==> src/rtl/sas_pkg.sv <==
package sas_pkg;
    typedef enum logic [1:0] {
        ST_IDLE = 2'd0,
        ST_LEAD = 2'd1,
        ST_TAIL = 2'd2,
        ST_DONE = 2'd3
    } seq_state_t;
endpackage

==> src/rtl/sas_fsm.sv <==
module sas_fsm
    import sas_pkg::*;
(
    input  logic clk,
    input  logic rst_n,
    input  logic start,
    input  logic split,
    input  logic mem_ready,
    output logic req_ready,
    output logic mem_valid,
    output logic in_tail,
    output logic lead_ack,
    output logic tail_ack,
    output logic done
);
    seq_state_t state_q, state_d;

    always_ff @(posedge clk or negedge rst_n) begin
        if (!rst_n) state_q <= ST_IDLE;
        else        state_q <= state_d;
    end

    always_comb begin
        state_d = state_q;
        unique case (state_q)
            ST_IDLE: if (start)     state_d = ST_LEAD;
            ST_LEAD: if (mem_ready) state_d = split ? ST_TAIL : ST_DONE;
            ST_TAIL: if (mem_ready) state_d = ST_DONE;
            ST_DONE:                state_d = ST_IDLE;
            default:                state_d = ST_IDLE;
        endcase
    end

    always_comb begin
        req_ready = 1'b0;
        mem_valid = 1'b0;
        in_tail   = 1'b0;
        lead_ack  = 1'b0;
        tail_ack  = 1'b0;
        done      = 1'b0;
        unique case (state_q)
            ST_IDLE: req_ready = 1'b1;
            ST_LEAD: begin
                mem_valid = 1'b1;
                lead_ack  = mem_ready;
            end
            ST_TAIL: begin
                mem_valid = 1'b1;
                in_tail   = 1'b1;
                tail_ack  = mem_ready;
            end
            ST_DONE: done = 1'b1;
            default: ;
        endcase
    end
endmodule

==> src/rtl/sas_lanes.sv <==
module sas_lanes #(
    parameter int LANE_W = 8
) (
    input  logic                word,
    input  logic                odd,
    input  logic                tail,
    input  logic [2*LANE_W-1:0] wdata,
    input  logic [2*LANE_W-1:0] bus_rdata,
    output logic [1:0]          be,
    output logic [2*LANE_W-1:0] bus_wdata,
    output logic [LANE_W-1:0]   lead_lo,
    output logic [LANE_W-1:0]   lead_hi,
    output logic [LANE_W-1:0]   tail_hi
);
    logic [LANE_W-1:0] src_lane [2];

    always_comb begin
        if (word && !odd)  be = 2'b11;
        else if (tail)     be = 2'b01;
        else if (odd)      be = 2'b10;
        else               be = 2'b01;
    end

    // Low bus lane carries the word's high byte only in the tail cycle.
    assign src_lane[0] = tail ? wdata[2*LANE_W-1:LANE_W] : wdata[LANE_W-1:0];
    // High bus lane carries the high byte only for an aligned word.
    assign src_lane[1] = (word && !odd) ? wdata[2*LANE_W-1:LANE_W] : wdata[LANE_W-1:0];

    for (genvar g = 0; g < 2; g++) begin : g_lane
        assign bus_wdata[g*LANE_W +: LANE_W] = be[g] ? src_lane[g] : '0;
    end

    assign lead_lo = odd ? bus_rdata[2*LANE_W-1:LANE_W] : bus_rdata[LANE_W-1:0];
    assign lead_hi = (word && !odd) ? bus_rdata[2*LANE_W-1:LANE_W] : '0;
    assign tail_hi = bus_rdata[LANE_W-1:0];
endmodule

==> src/rtl/split_access_seq.sv <==
module split_access_seq
    import sas_pkg::*;
#(
    parameter int ADDR_W = 20,
    parameter int LANE_W = 8
) (
    input  logic                clk,
    input  logic                rst_n,
    input  logic                req_valid,
    input  logic                req_write,
    input  logic                req_word,
    input  logic [ADDR_W-1:0]   req_addr,
    input  logic [2*LANE_W-1:0] req_wdata,
    output logic                req_ready,
    output logic                done,
    output logic [2*LANE_W-1:0] rdata,
    output logic                mem_valid,
    output logic                mem_write,
    output logic [ADDR_W-1:0]   mem_addr,
    output logic [1:0]          mem_be,
    output logic [2*LANE_W-1:0] mem_wdata,
    input  logic [2*LANE_W-1:0] mem_rdata,
    input  logic                mem_ready
);
    localparam int DATA_W = 2 * LANE_W;

    logic              q_write, q_word;
    logic [ADDR_W-1:0] q_addr;
    logic [DATA_W-1:0] q_wdata;
    logic [LANE_W-1:0] res_lo, res_hi;

    logic accept, in_tail, lead_ack, tail_ack;
    logic [LANE_W-1:0] lead_lo, lead_hi, tail_hi;
    logic [ADDR_W-1:0] lead_addr;

    assign accept = req_valid && req_ready;

    sas_fsm u_fsm (
        .clk       (clk),
        .rst_n     (rst_n),
        .start     (req_valid),
        .split     (q_word && q_addr[0]),
        .mem_ready (mem_ready),
        .req_ready (req_ready),
        .mem_valid (mem_valid),
        .in_tail   (in_tail),
        .lead_ack  (lead_ack),
        .tail_ack  (tail_ack),
        .done      (done)
    );

    sas_lanes #(.LANE_W(LANE_W)) u_lanes (
        .word      (q_word),
        .odd       (q_addr[0]),
        .tail      (in_tail),
        .wdata     (q_wdata),
        .bus_rdata (mem_rdata),
        .be        (mem_be),
        .bus_wdata (mem_wdata),
        .lead_lo   (lead_lo),
        .lead_hi   (lead_hi),
        .tail_hi   (tail_hi)
    );

    always_ff @(posedge clk or negedge rst_n) begin
        if (!rst_n) begin
            q_write <= 1'b0;
            q_word  <= 1'b0;
            q_addr  <= '0;
            q_wdata <= '0;
        end else if (accept) begin
            q_write <= req_write;
            q_word  <= req_word;
            q_addr  <= req_addr;
            q_wdata <= req_wdata;
        end
    end

    always_ff @(posedge clk or negedge rst_n) begin
        if (!rst_n) begin
            res_lo <= '0;
            res_hi <= '0;
        end else if (accept) begin
            res_lo <= '0;
            res_hi <= '0;
        end else if (lead_ack && !q_write) begin
            res_lo <= lead_lo;
            res_hi <= lead_hi;
        end else if (tail_ack && !q_write) begin
            res_hi <= tail_hi;
        end
    end

    assign lead_addr = {q_addr[ADDR_W-1:1], 1'b0};
    assign mem_addr  = in_tail ? lead_addr + ADDR_W'(2) : lead_addr;
    assign mem_write = mem_valid && q_write;
    assign rdata     = {res_hi, res_lo};
endmodule

==> config.mk <==
export PLATFORM = sky130hd
export DESIGN_NAME = split_access_seq
export DESIGN_NICKNAME = d
export VERILOG_FILES = /design/src/rtl/sas_pkg.sv /design/src/rtl/sas_fsm.sv /design/src/rtl/sas_lanes.sv /design/src/rtl/split_access_seq.sv
export SDC_FILE = /design/constraint.sdc
export NUM_CORES = 1
export LEC_CHECK = 0
export ABC_CLOCK_PERIOD_IN_PS = 2900
export BUFFER_PORTS_ARGS = -buffer_cell sky130_fd_sc_hd__buf_4
export CORE_AREA = 2 2 81 83
export DETAILED_ROUTE_END_ITERATION = 7
export DIE_AREA = 0 0 83 85
export PLACE_DENSITY = 0.79
export SLEW_MARGIN = 20
export SYNTH_ARGS = -nofsm -noshare
export SYNTH_HDL_FRONTEND = slang
export SYNTH_SLANG_ARGS = --single-unit
==> constraint.sdc <==
create_clock -name clk -period 2.9 [get_ports clk]
set_input_delay 0.145 -clock clk [delete_from_list [all_inputs] [get_ports clk]]
set_output_delay 0.145 -clock clk [all_outputs]
set_load 0.01 [all_outputs]
==> flow_summary.yaml <==
status:
  run_status: "completed"
floorplan:
  die-height_um: 85
  row_count: 29
  design.die.area_um2: 7060
  start_util_pct: 48.9
  core_area_um2: 6200
  die_w_um: 83
  ioPinCount: 116
yosys:
  synthDominantAreaCellType: "sky130_fd_sc_hd__dfrtp_1"
  synth_top_area_share_pct: 46.2
  syn_area_um2: 3030
  synthesis.area_per_instance_um2: 8.60
  postSynthRegisterBits: 56
  postSynthNetCount: 417
  synth-warning-count: 0
  yosys-top-cells-area: "sky130_fd_sc_hd__dfrtp_1 (46%), sky130_fd_sc_hd__nand2_1 (17%), sky130_fd_sc_hd__mux2i_1 (4.9%)"
  synth-edff-count: 0
  asyncSetResetFlopFracSynth_pct: 100
  synth-main-ff-cell: "sky130_fd_sc_hd__dfrtp_1"
  synth.yosys.seq_area_share_pct: 46.2
  synth_cells: 353
  synth_cell_type_count: 35
place:
  place_area_um2: 3930
  globalplace.congestion: 0.881
  dp_slack_ps: 950
  dp_hpwl_um: 5750
  port-buffer-count: 114
clock_tree:
  cts_root_buf: "sky130_fd_sc_hd__clkbuf_8"
  clk_pin_slew_ps: 90
  cts-htree-levels: 2
  cts_num_sinks: 56
  tritoncts_buffers: 5
  cts.path.max_buffers: 2
  tritoncts: "built"
  worstSkewPairLatency_ps: 300
layout:
  post_layout_nets: 524
  layout.cells.most_common: "sky130_fd_sc_hd__nand2_1"
  utilization_pct: 65.0
  layout_area_growth_over_synthesis_pct: 32.9
  final_design_area_no_fill_um2: 4030
  nFillCells: 537
  n_antenna_cell: 0
  proportion_of_layout_cells_with_a_drive_suffix_above_1_pct: 28.6
  final-seq-area_um2: 1400
  most_frequent_cells_in_the_layout: "sky130_fd_sc_hd__nand2_1 (140), sky130_fd_sc_hd__buf_4 (118), sky130_fd_sc_hd__dfrtp_1 (56), sky130_fd_sc_hd__mux2i_1 (15), sky130_fd_sc_hd__nor2_1 (14)"
  area_of_the_multi_input_gates_um2: 1530
global_route:
  maximum_number_of_pins_on_one_net_before_global_route_repair: 57
  gr-total-overflow: 0
  first_global_vias: 2553
  initial_antenna_violation_count: 0
  grt_use_total_pct: 21.8
  grt_pass1_wl_um: 12500
setup_path:
  endpoint_class_of_the_critical_path: "output pin"
  maximum_net_fanout_on_the_critical_path: 5
  worstPathRequired_ps: 2760
  start_kind: "register"
  cp.arrival_ps: 2080
  timing.setup.critical_path_class: "reg2out"
timing:
  timing.final.ws_setup_ps: 679
  max_clock_freq_ghz: 0.450
  grt_setup_unrepaired: "no"
  slew_violations: 0
  finalHoldViolCount: 0
  worst_slew_pin_slew_ps: 704
  relSlewSlack_pct: 53.0
  period_minus_slack_ps: 2220
  tns_ps: 0
  layout_worst_path_cycle_share_pct: 76.6
  skew_ps: 9.25
  finalSetupViolCount: 0
power:
  proportion_of_total_power_due_to_net_switching_pct: 41.5
  share_seq_of_total_power_pct: 37.0
  p_leak_nw: 2.12
  power.ir.vdd_worst_mv: 0.644
  power.clock.fraction_pct: 10.7
  switching_power_mw: 1.68
  power.combinational.fraction_pct: 52.2
  power.density_cell_area_nw_per_um2: 1000
  internal-power_mw: 2.37
detailed_routing:
  routed_wirelength_um: 7650
  drt-initial-drc-count: 115
  remaining_drc_errors: 0
  drt_pre_antenna_iters: 4
  avgViaCountPerCell: 5.08
  routed-via-count: 2735
  postRouteAntennaNets: 0
  post_drt_wl_per_cell_um: 14.2
min_path:
  hold_path.class: "in2reg"
job:
  cap_violations: 0
==> registers in the layout, indices dropped and copies added, names as in the netlist <==
register       flops
q_addr            20
q_wdata           16
res_hi             8
res_lo             8
u_fsm.state_q      2
q_word             1
q_write            1
==> power groups by stage <==
stage	clock network (mW)	registers, mW	logic, mW
global placement	0	1.49	2.07
finish	0.435	1.50	2.11
detailed placement	0	1.51	2.13
floorplan	0	1.43	1.23
global route	0.486	1.55	2.34
CTS	0.452	1.49	2.14
==> final timing paths <==
kind,start,end,slack (ps),cells past startpoint
setup reg to reg,u_fsm.state_q[0],res_hi[7],930,7
hold reg to reg,q_wdata[1],q_wdata[1],490,2
hold / removal,req_addr[12],q_addr[12],20,3
setup / recovery,u_fsm.state_q[0],mem_addr[19],680,7
max in group asynchronous,rst_n,q_addr[11],2000,2
min in group asynchronous,rst_n,res_hi[2],420,2
==> layout make-up <==
class,instances,area share (%)
clock buffers,7,2.14
clock inverters,1,0.186
inverters,5,0.465
multi-input cells,273,37.9
flip-flops and latches,56,34.8
well taps,77,2.39
repair buffers,119,22.2
==> metal layers <==
metal / track usage [%] / routed length, um
met2: 37.2 / 3860
met5: 0 / 0
met1: 29.7 / 3350
met4: 4.77 / 98
met3: 3.60 / 343
==> what timing repair did <==
| item | in CTS | in global routing |
|---|---|---|
| gates resized for setup | 0 | 0 |
| endpoints found under the hold margin | 56 | 0 |
| buffers inserted | 0 | 0 |
| endpoints found under the setup margin | 0 | 0 |
| hold buffers | 1 | 0 |
==> kinds of logic (layout without fill, tap and decap cells) <==
group | Yosys count | count (layout) | synth area share (%)
buf+inv | 24 | 132 | 3.55
simple gates | 193 | 193 | 28.5
flops | 56 | 56 | 46.2
compound gates | 38 | 38 | 8.25
mux | 17 | 17 | 5.69
fa+ha+maj | 6 | 6 | 2.47
other cells | 1 | 1 | 0.124
xor+xnor | 18 | 18 | 5.20
==> through the flow <==
stage | hold WS [ps] | std cells | power (mW)
5_1_grt | 22.8 | 538 | 4.37
3_5_place_dp | 238 | 529 | 3.63
3_3_place_gp | 237 | 529 | 3.56
2_1_floorplan | -151 | 353 | 2.66
6_report | 25.0 | 538 | 4.04
4_1_cts | 13.3 | 538 | 4.08
==> synthesized netlist by cell type (4+ instances only) <==
cell and count:
sky130_fd_sc_hd__nand2_1 140, sky130_fd_sc_hd__nand4_1 4, sky130_fd_sc_hd__clkbuf_1 7, sky130_fd_sc_hd__ha_1 6
sky130_fd_sc_hd__buf_2 8, sky130_fd_sc_hd__xor2_1 6, sky130_fd_sc_hd__a211oi_1 8, sky130_fd_sc_hd__nand3_1 4
sky130_fd_sc_hd__dfrtp_1 56, sky130_fd_sc_hd__and3_1 12, sky130_fd_sc_hd__o21ai_0 9, sky130_fd_sc_hd__xnor2_1 12
sky130_fd_sc_hd__inv_1 5, sky130_fd_sc_hd__nor2_1 14, sky130_fd_sc_hd__mux2i_1 15, sky130_fd_sc_hd__a21oi_1 9
sky130_fd_sc_hd__nand2b_1 8, sky130_fd_sc_hd__o2bb2ai_1 8
==> worst max-delay path, cell delays in order, from the launching register on <==
cell,delay [ps]
sky130_fd_sc_hd__dfrtp_1,420
sky130_fd_sc_hd__inv_1,150
sky130_fd_sc_hd__ha_1,250
sky130_fd_sc_hd__nand4_4,150
sky130_fd_sc_hd__nor3_4,300
sky130_fd_sc_hd__nand3_1,130
sky130_fd_sc_hd__xnor2_1,210
sky130_fd_sc_hd__buf_4,160
No activity file was read; power rests on OpenSTA's default activity.
